File: config.mk
export PLATFORM = sky130hd
export DESIGN_NAME = mem_scrubber
export DESIGN_NICKNAME = d
export VERILOG_FILES = /design/src/rtl/scrub_pkg.sv /design/src/rtl/scrub_timer.sv /design/src/rtl/scrub_patrol.sv /design/src/rtl/scrub_dmd_q.sv /design/src/rtl/mem_scrubber.sv
export SDC_FILE = /design/constraint.sdc
export NUM_CORES = 1
export LEC_CHECK = 0
export ABC_AREA = 1
export BUFFER_PORTS_ARGS = -buffer_cell sky130_fd_sc_hd__buf_4
export CORE_AREA = 3 3 146 148
export DETAILED_ROUTE_END_ITERATION = 16
export DIE_AREA = 0 0 149 151
export MAX_ROUTING_LAYER = met4
export SYNTH_ARGS = -nofsm -noshare
export SYNTH_HDL_FRONTEND = slang
export SYNTH_SLANG_ARGS = --single-unit
File: constraint.sdc
create_clock -name clk -period 7.7 [get_ports clk]
set_clock_uncertainty 0.2 [all_clocks]
set_input_delay 0 -clock clk [delete_from_list [all_inputs] [get_ports clk]]
set_output_delay 0 -clock clk [all_outputs]
set_load 0.02 [all_outputs]
File: src/rtl/scrub_pkg.sv
package scrub_pkg;

  typedef enum logic [1:0] {PS_IDLE, PS_RD, PS_WAIT, PS_WB} pat_state_e;

  localparam int NORMAL_UNITS = 24;
  localparam int ACCEL_UNITS  = 4;

  // ticks between two patrol reads for the chosen period
  function automatic int line_interval(input logic accel, input int unit_ticks, input int lines);
    int units;
    int iv;
    units = accel ? ACCEL_UNITS : NORMAL_UNITS;
    iv = (units * unit_ticks) / lines;
    return (iv < 1) ? 1 : iv;
  endfunction

endpackage

File: src/rtl/scrub_timer.sv
module scrub_timer import scrub_pkg::*; #(
  parameter int PS_W       = 8,
  parameter int IV_W       = 8,
  parameter int UNIT_TICKS = 8,
  parameter int LINES      = 16
) (
  input  logic            clk,
  input  logic            rst_n,
  input  logic            run,
  input  logic            accel,
  input  logic [PS_W-1:0] prescale,
  output logic            expire
);

  logic [PS_W-1:0] pc;
  logic [IV_W-1:0] ic;
  logic [PS_W-1:0] ps_lim;
  logic [IV_W-1:0] iv_lim;
  logic            tick;

  always_comb begin
    ps_lim = (prescale == '0) ? '0 : prescale - 1'b1;
    iv_lim = IV_W'(line_interval(accel, UNIT_TICKS, LINES) - 1);
  end

  assign tick   = run && (pc >= ps_lim);
  assign expire = tick && (ic >= iv_lim);

  always_ff @(posedge clk) begin
    if (!rst_n || !run) begin
      pc <= '0;
      ic <= '0;
    end else begin
      pc <= tick ? '0 : pc + 1'b1;
      if (tick) ic <= expire ? '0 : ic + 1'b1;
    end
  end

endmodule

File: src/rtl/scrub_patrol.sv
module scrub_patrol import scrub_pkg::*; #(
  parameter int ADDR_W = 4,
  parameter int DATA_W = 32
) (
  input  logic              clk,
  input  logic              rst_n,
  input  logic              run,
  input  logic              expire,
  input  logic              grant,
  input  logic              rsp_valid,
  input  logic              rsp_tag,
  input  logic              rsp_ce,
  input  logic              rsp_ue,
  input  logic [DATA_W-1:0] rsp_data,
  output logic              req,
  output logic              req_write,
  output logic [ADDR_W-1:0] req_addr,
  output logic [DATA_W-1:0] req_data,
  output logic              rd_wait,
  output logic              rsp_hit,
  output logic              ne_valid,
  output logic [ADDR_W-1:0] ne_addr,
  output logic              sweep_done,
  output logic [ADDR_W:0]   ce_cnt,
  output logic [ADDR_W:0]   ue_cnt
);

  pat_state_e        st;
  logic              due;
  logic [ADDR_W-1:0] ptr;
  logic [DATA_W-1:0] wb_data;
  logic              start, fix, advance, clr;

  assign rsp_hit = rsp_valid && rsp_tag && (st == PS_WAIT);
  assign fix     = rsp_hit && rsp_ce && !rsp_ue;
  assign start   = (st == PS_IDLE) && run && (due || expire);
  assign advance = (rsp_hit && !fix) || ((st == PS_WB) && grant);
  assign clr     = (st == PS_RD) && grant && (ptr == '0);

  assign req       = (st == PS_RD) || (st == PS_WB);
  assign req_write = (st == PS_WB);
  assign req_addr  = ptr;
  assign req_data  = wb_data;
  assign rd_wait   = (st == PS_RD);

  always_ff @(posedge clk) begin
    if (!rst_n) begin
      st         <= PS_IDLE;
      due        <= 1'b0;
      ptr        <= '0;
      wb_data    <= '0;
      ne_valid   <= 1'b0;
      ne_addr    <= '0;
      sweep_done <= 1'b0;
      ce_cnt     <= '0;
      ue_cnt     <= '0;
    end else begin
      due        <= run && !start && (due || expire);
      ne_valid   <= rsp_hit && rsp_ue;
      sweep_done <= advance && (ptr == '1);
      if (rsp_hit) ne_addr <= ptr;
      if (advance) ptr <= ptr + 1'b1;
      unique case (st)
        PS_IDLE: if (start) st <= PS_RD;
        PS_RD:   if (grant) st <= PS_WAIT;
        PS_WAIT: if (rsp_hit) begin
          st      <= fix ? PS_WB : PS_IDLE;
          wb_data <= rsp_data;
        end
        PS_WB:   if (grant) st <= PS_IDLE;
        default: st <= PS_IDLE;
      endcase
      if (clr) begin
        ce_cnt <= '0;
        ue_cnt <= '0;
      end else begin
        if (fix && ce_cnt != '1) ce_cnt <= ce_cnt + 1'b1;
        if (rsp_hit && rsp_ue && ue_cnt != '1) ue_cnt <= ue_cnt + 1'b1;
      end
    end
  end

endmodule

File: src/rtl/scrub_dmd_q.sv
module scrub_dmd_q #(
  parameter int ADDR_W = 4,
  parameter int DATA_W = 32,
  parameter int DEPTH  = 2
) (
  input  logic              clk,
  input  logic              rst_n,
  input  logic              push,
  input  logic [ADDR_W-1:0] push_addr,
  input  logic [DATA_W-1:0] push_data,
  input  logic              pop,
  output logic              valid,
  output logic              full,
  output logic [ADDR_W-1:0] head_addr,
  output logic [DATA_W-1:0] head_data,
  output logic              overflow
);

  localparam int PTR_W = (DEPTH > 1) ? $clog2(DEPTH) : 1;
  localparam int CNT_W = $clog2(DEPTH + 1);

  logic [ADDR_W-1:0] q_addr [DEPTH];
  logic [DATA_W-1:0] q_data [DEPTH];
  logic [PTR_W-1:0]  wp, rp;
  logic [CNT_W-1:0]  cnt;
  logic              do_push, do_pop;

  function automatic logic [PTR_W-1:0] nxt(input logic [PTR_W-1:0] p);
    return (p == PTR_W'(DEPTH - 1)) ? '0 : p + 1'b1;
  endfunction

  assign valid     = (cnt != '0);
  assign full      = (cnt == CNT_W'(DEPTH));
  assign do_pop    = pop && valid;
  assign do_push   = push && (!full || do_pop);
  assign head_addr = q_addr[rp];
  assign head_data = q_data[rp];

  always_ff @(posedge clk) begin
    if (do_push) begin
      q_addr[wp] <= push_addr;
      q_data[wp] <= push_data;
    end
  end

  always_ff @(posedge clk) begin
    if (!rst_n) begin
      wp       <= '0;
      rp       <= '0;
      cnt      <= '0;
      overflow <= 1'b0;
    end else begin
      if (do_push) wp <= nxt(wp);
      if (do_pop)  rp <= nxt(rp);
      case ({do_push, do_pop})
        2'b10:   cnt <= cnt + 1'b1;
        2'b01:   cnt <= cnt - 1'b1;
        default: cnt <= cnt;
      endcase
      if (push && full && !do_pop) overflow <= 1'b1;
    end
  end

endmodule

File: src/rtl/mem_scrubber.sv
module mem_scrubber import scrub_pkg::*; #(
  parameter int ADDR_W       = 4,
  parameter int DATA_W       = 32,
  parameter int UNIT_TICKS   = 8,
  parameter int PS_W         = 8,
  parameter int PRESCALE_RST = 2,
  parameter int DMD_DEPTH    = 2
) (
  input  logic              clk,
  input  logic              rst_n,
  input  logic              cfg_we,
  input  logic              cfg_patrol_off,
  input  logic              cfg_accel,
  input  logic [PS_W-1:0]   cfg_prescale,
  input  logic              fn_req_valid,
  input  logic              fn_req_write,
  input  logic [ADDR_W-1:0] fn_req_addr,
  input  logic [DATA_W-1:0] fn_req_wdata,
  output logic              fn_req_ready,
  output logic              mem_req_valid,
  output logic              mem_req_write,
  output logic [ADDR_W-1:0] mem_req_addr,
  output logic [DATA_W-1:0] mem_req_wdata,
  output logic              mem_req_tag,
  input  logic              mem_req_ready,
  input  logic              mem_rsp_valid,
  input  logic              mem_rsp_tag,
  input  logic [ADDR_W-1:0] mem_rsp_addr,
  input  logic [DATA_W-1:0] mem_rsp_data,
  input  logic              mem_rsp_ce,
  input  logic              mem_rsp_ue,
  output logic              ne_valid,
  output logic [ADDR_W-1:0] ne_addr,
  output logic              sweep_done,
  output logic [ADDR_W:0]   sweep_ce_cnt,
  output logic [ADDR_W:0]   sweep_ue_cnt,
  output logic              dmd_overflow
);

  localparam int LINES = 1 << ADDR_W;
  localparam int IV_W  = $clog2(NORMAL_UNITS * UNIT_TICKS + 1);

  // configuration state
  logic            patrol_off_q, accel_q;
  logic [PS_W-1:0] prescale_q;

  always_ff @(posedge clk) begin
    if (!rst_n) begin
      patrol_off_q <= 1'b0;
      accel_q      <= 1'b0;
      prescale_q   <= PS_W'(PRESCALE_RST);
    end else if (cfg_we) begin
      patrol_off_q <= cfg_patrol_off;
      accel_q      <= cfg_accel;
      prescale_q   <= cfg_prescale;
    end
  end

  // named internal events
  logic              run, expire;
  logic              pat_req, pat_write, pat_rd_wait, pat_rsp_hit, pat_grant;
  logic [ADDR_W-1:0] pat_addr;
  logic [DATA_W-1:0] pat_data;
  logic              dmd_push, dmd_pop, dmd_valid, dmd_full;
  logic [ADDR_W-1:0] dmd_addr;
  logic [DATA_W-1:0] dmd_data;

  assign run      = !patrol_off_q;
  assign dmd_push = mem_rsp_valid && !mem_rsp_tag && mem_rsp_ce && !mem_rsp_ue;

  scrub_timer #(.PS_W(PS_W), .IV_W(IV_W), .UNIT_TICKS(UNIT_TICKS), .LINES(LINES)) u_timer (
    .clk, .rst_n, .run, .accel(accel_q), .prescale(prescale_q), .expire
  );

  scrub_patrol #(.ADDR_W(ADDR_W), .DATA_W(DATA_W)) u_patrol (
    .clk, .rst_n, .run, .expire, .grant(pat_grant),
    .rsp_valid(mem_rsp_valid), .rsp_tag(mem_rsp_tag), .rsp_ce(mem_rsp_ce),
    .rsp_ue(mem_rsp_ue), .rsp_data(mem_rsp_data),
    .req(pat_req), .req_write(pat_write), .req_addr(pat_addr), .req_data(pat_data),
    .rd_wait(pat_rd_wait), .rsp_hit(pat_rsp_hit),
    .ne_valid, .ne_addr, .sweep_done, .ce_cnt(sweep_ce_cnt), .ue_cnt(sweep_ue_cnt)
  );

  scrub_dmd_q #(.ADDR_W(ADDR_W), .DATA_W(DATA_W), .DEPTH(DMD_DEPTH)) u_dmd (
    .clk, .rst_n, .push(dmd_push), .push_addr(mem_rsp_addr), .push_data(mem_rsp_data),
    .pop(dmd_pop), .valid(dmd_valid), .full(dmd_full), .head_addr(dmd_addr),
    .head_data(dmd_data), .overflow(dmd_overflow)
  );

  // fixed-priority port mux: functional, demand write-back, patrol
  always_comb begin
    mem_req_valid = 1'b0;
    mem_req_write = 1'b0;
    mem_req_addr  = '0;
    mem_req_wdata = '0;
    mem_req_tag   = 1'b0;
    dmd_pop       = 1'b0;
    pat_grant     = 1'b0;
    if (fn_req_valid) begin
      mem_req_valid = 1'b1;
      mem_req_write = fn_req_write;
      mem_req_addr  = fn_req_addr;
      mem_req_wdata = fn_req_wdata;
    end else if (dmd_valid) begin
      mem_req_valid = 1'b1;
      mem_req_write = 1'b1;
      mem_req_addr  = dmd_addr;
      mem_req_wdata = dmd_data;
      dmd_pop       = mem_req_ready;
    end else if (pat_req) begin
      mem_req_valid = 1'b1;
      mem_req_write = pat_write;
      mem_req_addr  = pat_addr;
      mem_req_wdata = pat_data;
      mem_req_tag   = 1'b1;
      pat_grant     = mem_req_ready;
    end
  end

  assign fn_req_ready = mem_req_ready;

endmodule

==> reports/qor.yml <==
crit_required_ps: 7840
core-area_sq_um: 20200
swShare: 0.235
cts_resized: 0
end_kind: "register"
pre_cts_ws_ps: 4710
drc: 0
critPathLaunchType: "register"
io_pins: 149
timing.rr.start: "prescale_q[0]"
crit_start: "prescale_q[0]"
wirelength_mm: 19.0
drive_gt1_frac: 0.205
rsz0062_at_grt: "no"
synthArstFlopShare: 0
die_y_um: 151
cp_max_fo: 10
fmax_ghz: 0.331
final-max-slew-violation-count: 0
fp.dieW_um: 149
min_path_type: "in2reg"
finalWorstSetupSlack_ps: 4680
p_sw_mw: 0.464
tns_ps: 0
avgSynthCellArea_sq_um: 8.91
status: "finished clean"
critical_path.most_common_cell: "nand2_1"
placed_area_sq_um: 8330
cp_slowest_cell: "dfxtp_1"
vias_per_cell: 4.78
vias: 6089
whs_ps: 112
r2r-end: "u_timer.pc[2]"
yosysSeqAreaShare: 0.560
route.met3.wl_mm: 1.34
syn-instance-count: 783
path_clk_slew_ps: 70
crit_type: "reg2reg"
met2_length_mm: 8.60
ir_worst_vdd_uv: 143
crit_chain: "inv_1, ha_1, nand2_1, inv_1, nand2_1, nor3_1, inv_1, nand3_1, ha_1, nand2_1, nor2_1, nor2_1, nand2_1, nand2_1, nand2_1, nand2_1, nand2_1, nor3b_1"
combPwrFrac: 0.102
hp-start: "mem_rsp_data[15]"
drv_cap: 0
final_common_cell: "nor2_1"
cts_tree: "yes"
synthFlopType: "dfxtp_1"
pwr-share-clk: 0.440
stdcell_count: 1275
worstSetupEndpoint: "u_timer.pc[2]"
power_mw: 1.97
htree_levels: 4
hold_viol: 0
post-route-min-period_ps: 3020
grt_max_degree: 57
cts_buffer_depth: 2
clkLatencyLatePin_ps: 430
critical_path_arrival_ps: 3160
relSlewSlack: 0.257
crit_path_max_incr_delay_ps: 310
rrSetupSlack_ps: 4680
final_cell_mix: "nor2_1 (166), buf_4 (151), nand2_1 (136)"
place_inst: 1171
leakagePower_nw: 3.86
portBuffers: 148
ys_ff_latch: 159
grt_pass1_wl_mm: 29.9
tightest_slew_ps: 1110
synth_nets: 895
period_share: 0.392
wl_met1_mm: 8.83
crit_cells: 18
holdBufCountCts: 72
share_seq_of_total_power: 0.458
crit_buf_inv: 3
cp_top_family: "simple AND/OR/NAND/NOR gates"
routedWlPerCell_um: 14.9
grt_pass1_vias: 5793
routed.top_layer: "met4"
final_nets: 1104
fin_util: 0.479
postCtsSetupRepairBufs: 0
cell_internal_pwr_mw: 1.51
setup_viol: 0
design_area_sq_um: 9660
diodes: 0
ant_nets: 0
r2r_cells: 18
dpl.hpwl_mm: 12.2
syn_area_sq_um: 6980
gr-total-overflow: 0
start_util: 0.346
cts.sinks: 159
dieArea_sq_um: 22500
powerDensity_nw_per_um2: 204
grtUsageTotal: 0.174
antenna_found_initial: 0
core.rowCount: 52
yosys_warnings: 0
synth_edf_count: 72
clockRootBuffer: "clkbuf_16"
synth_cell_types: 39
cts_buffers: 17
first_pass_iters: 5
area_growth_pct: 38.4
gp_congestion: 0.789
drt_iter0_markers: 309
## flip-flops by register name, summed over array words and instances (netlist names), 4 cells and up, named ones only
register	cells
u_patrol.ne_addr	4
u_dmd.q_data	64
u_timer.ic	8
u_patrol.req_addr	4
u_dmd.q_addr	8
u_patrol.ce_cnt	5
prescale_q	8
u_patrol.req_data	32
u_patrol.ue_cnt	5
u_timer.pc	8
## cells by family after synthesis
kind of cell               count (synthesis)  synth area share
and+or+nand+nor                          367             0.225
DFF                                      159             0.560
xor gates and xnor gates                   6           0.00753
buffers and inverters                     83            0.0463
AOI/OAI and AO/OA                        148             0.125
adders and majority gates                 20            0.0359
## synth_stat cells, types with 2 or more instances
library cell  instances  area [sq um]
xnor2_1               2          17.5
dfxtp_1              87          1740
nor3_1               10          50.1
inv_2                 3          11.3
nor3b_1               7          52.6
nand4_1               5          31.3
a21oi_1              47           235
buf_2                 6          30.0
edfxtp_1             72          2160
nand3_1              22           110
nand2_1             136           510
nor2_4                4          45.0
buf_1                 6          22.5
clkinv_1              2          7.51
nor2_1              168           631
clkbuf_1             20          75.1
o311ai_0             27           236
xor2_1                4          35.0
ha_1                 20           250
or2_2                 5          31.3
inv_1                45           169
o21ai_0              67           335
or2_0                 2          12.5
## metal layers
layer / GRT usage / up-vias
li1: - / 3075
met1: 0.229 / 2817
met2: 0.273 / 178
met3: 0.0371 / 19
met4: 0.0526 / 0
met5: - / -
## worst min-delay path by stage
| stage | end | slack, ps | cells past startpoint |
|---|---|---|---|
| floorplan | u_dmd.q_addr[0][0] | -100 | 0 |
| detailed placement | u_dmd.q_addr[0][0] | -5 | 1 |
| CTS | u_dmd.q_data[1][15] | 100 | 2 |
| global placement | u_dmd.q_data[0][8] | -6 | 1 |
| finish | u_dmd.q_data[0][15] | 110 | 2 |
| global route | u_dmd.q_data[0][15] | 100 | 2 |
## power groups by stage
| stage | registers [mW] | clock network, mW | logic, mW |
|---|---|---|---|
| after floorplan | 0.917 | 0 | 0.0856 |
| after global placement | 0.921 | 0 | 0.169 |
| after detailed placement | 0.921 | 0 | 0.170 |
| after CTS | 0.902 | 0.884 | 0.201 |
| after global routing | 0.903 | 0.926 | 0.220 |
| final | 0.902 | 0.867 | 0.200 |
## area by class of cell
type                            instances  area (sq um)
Fill cell                            1966         10500
Sequential cell                       159          3910
Timing Repair Buffer                  223          1850
Multi-Input combinational cell        541          2760
Clock buffer                           17           425
Inverter                               50           188
Tap cell                              270           338
Clock inverter                         15           183
Note: power is estimated with default switching activity, not from simulation.
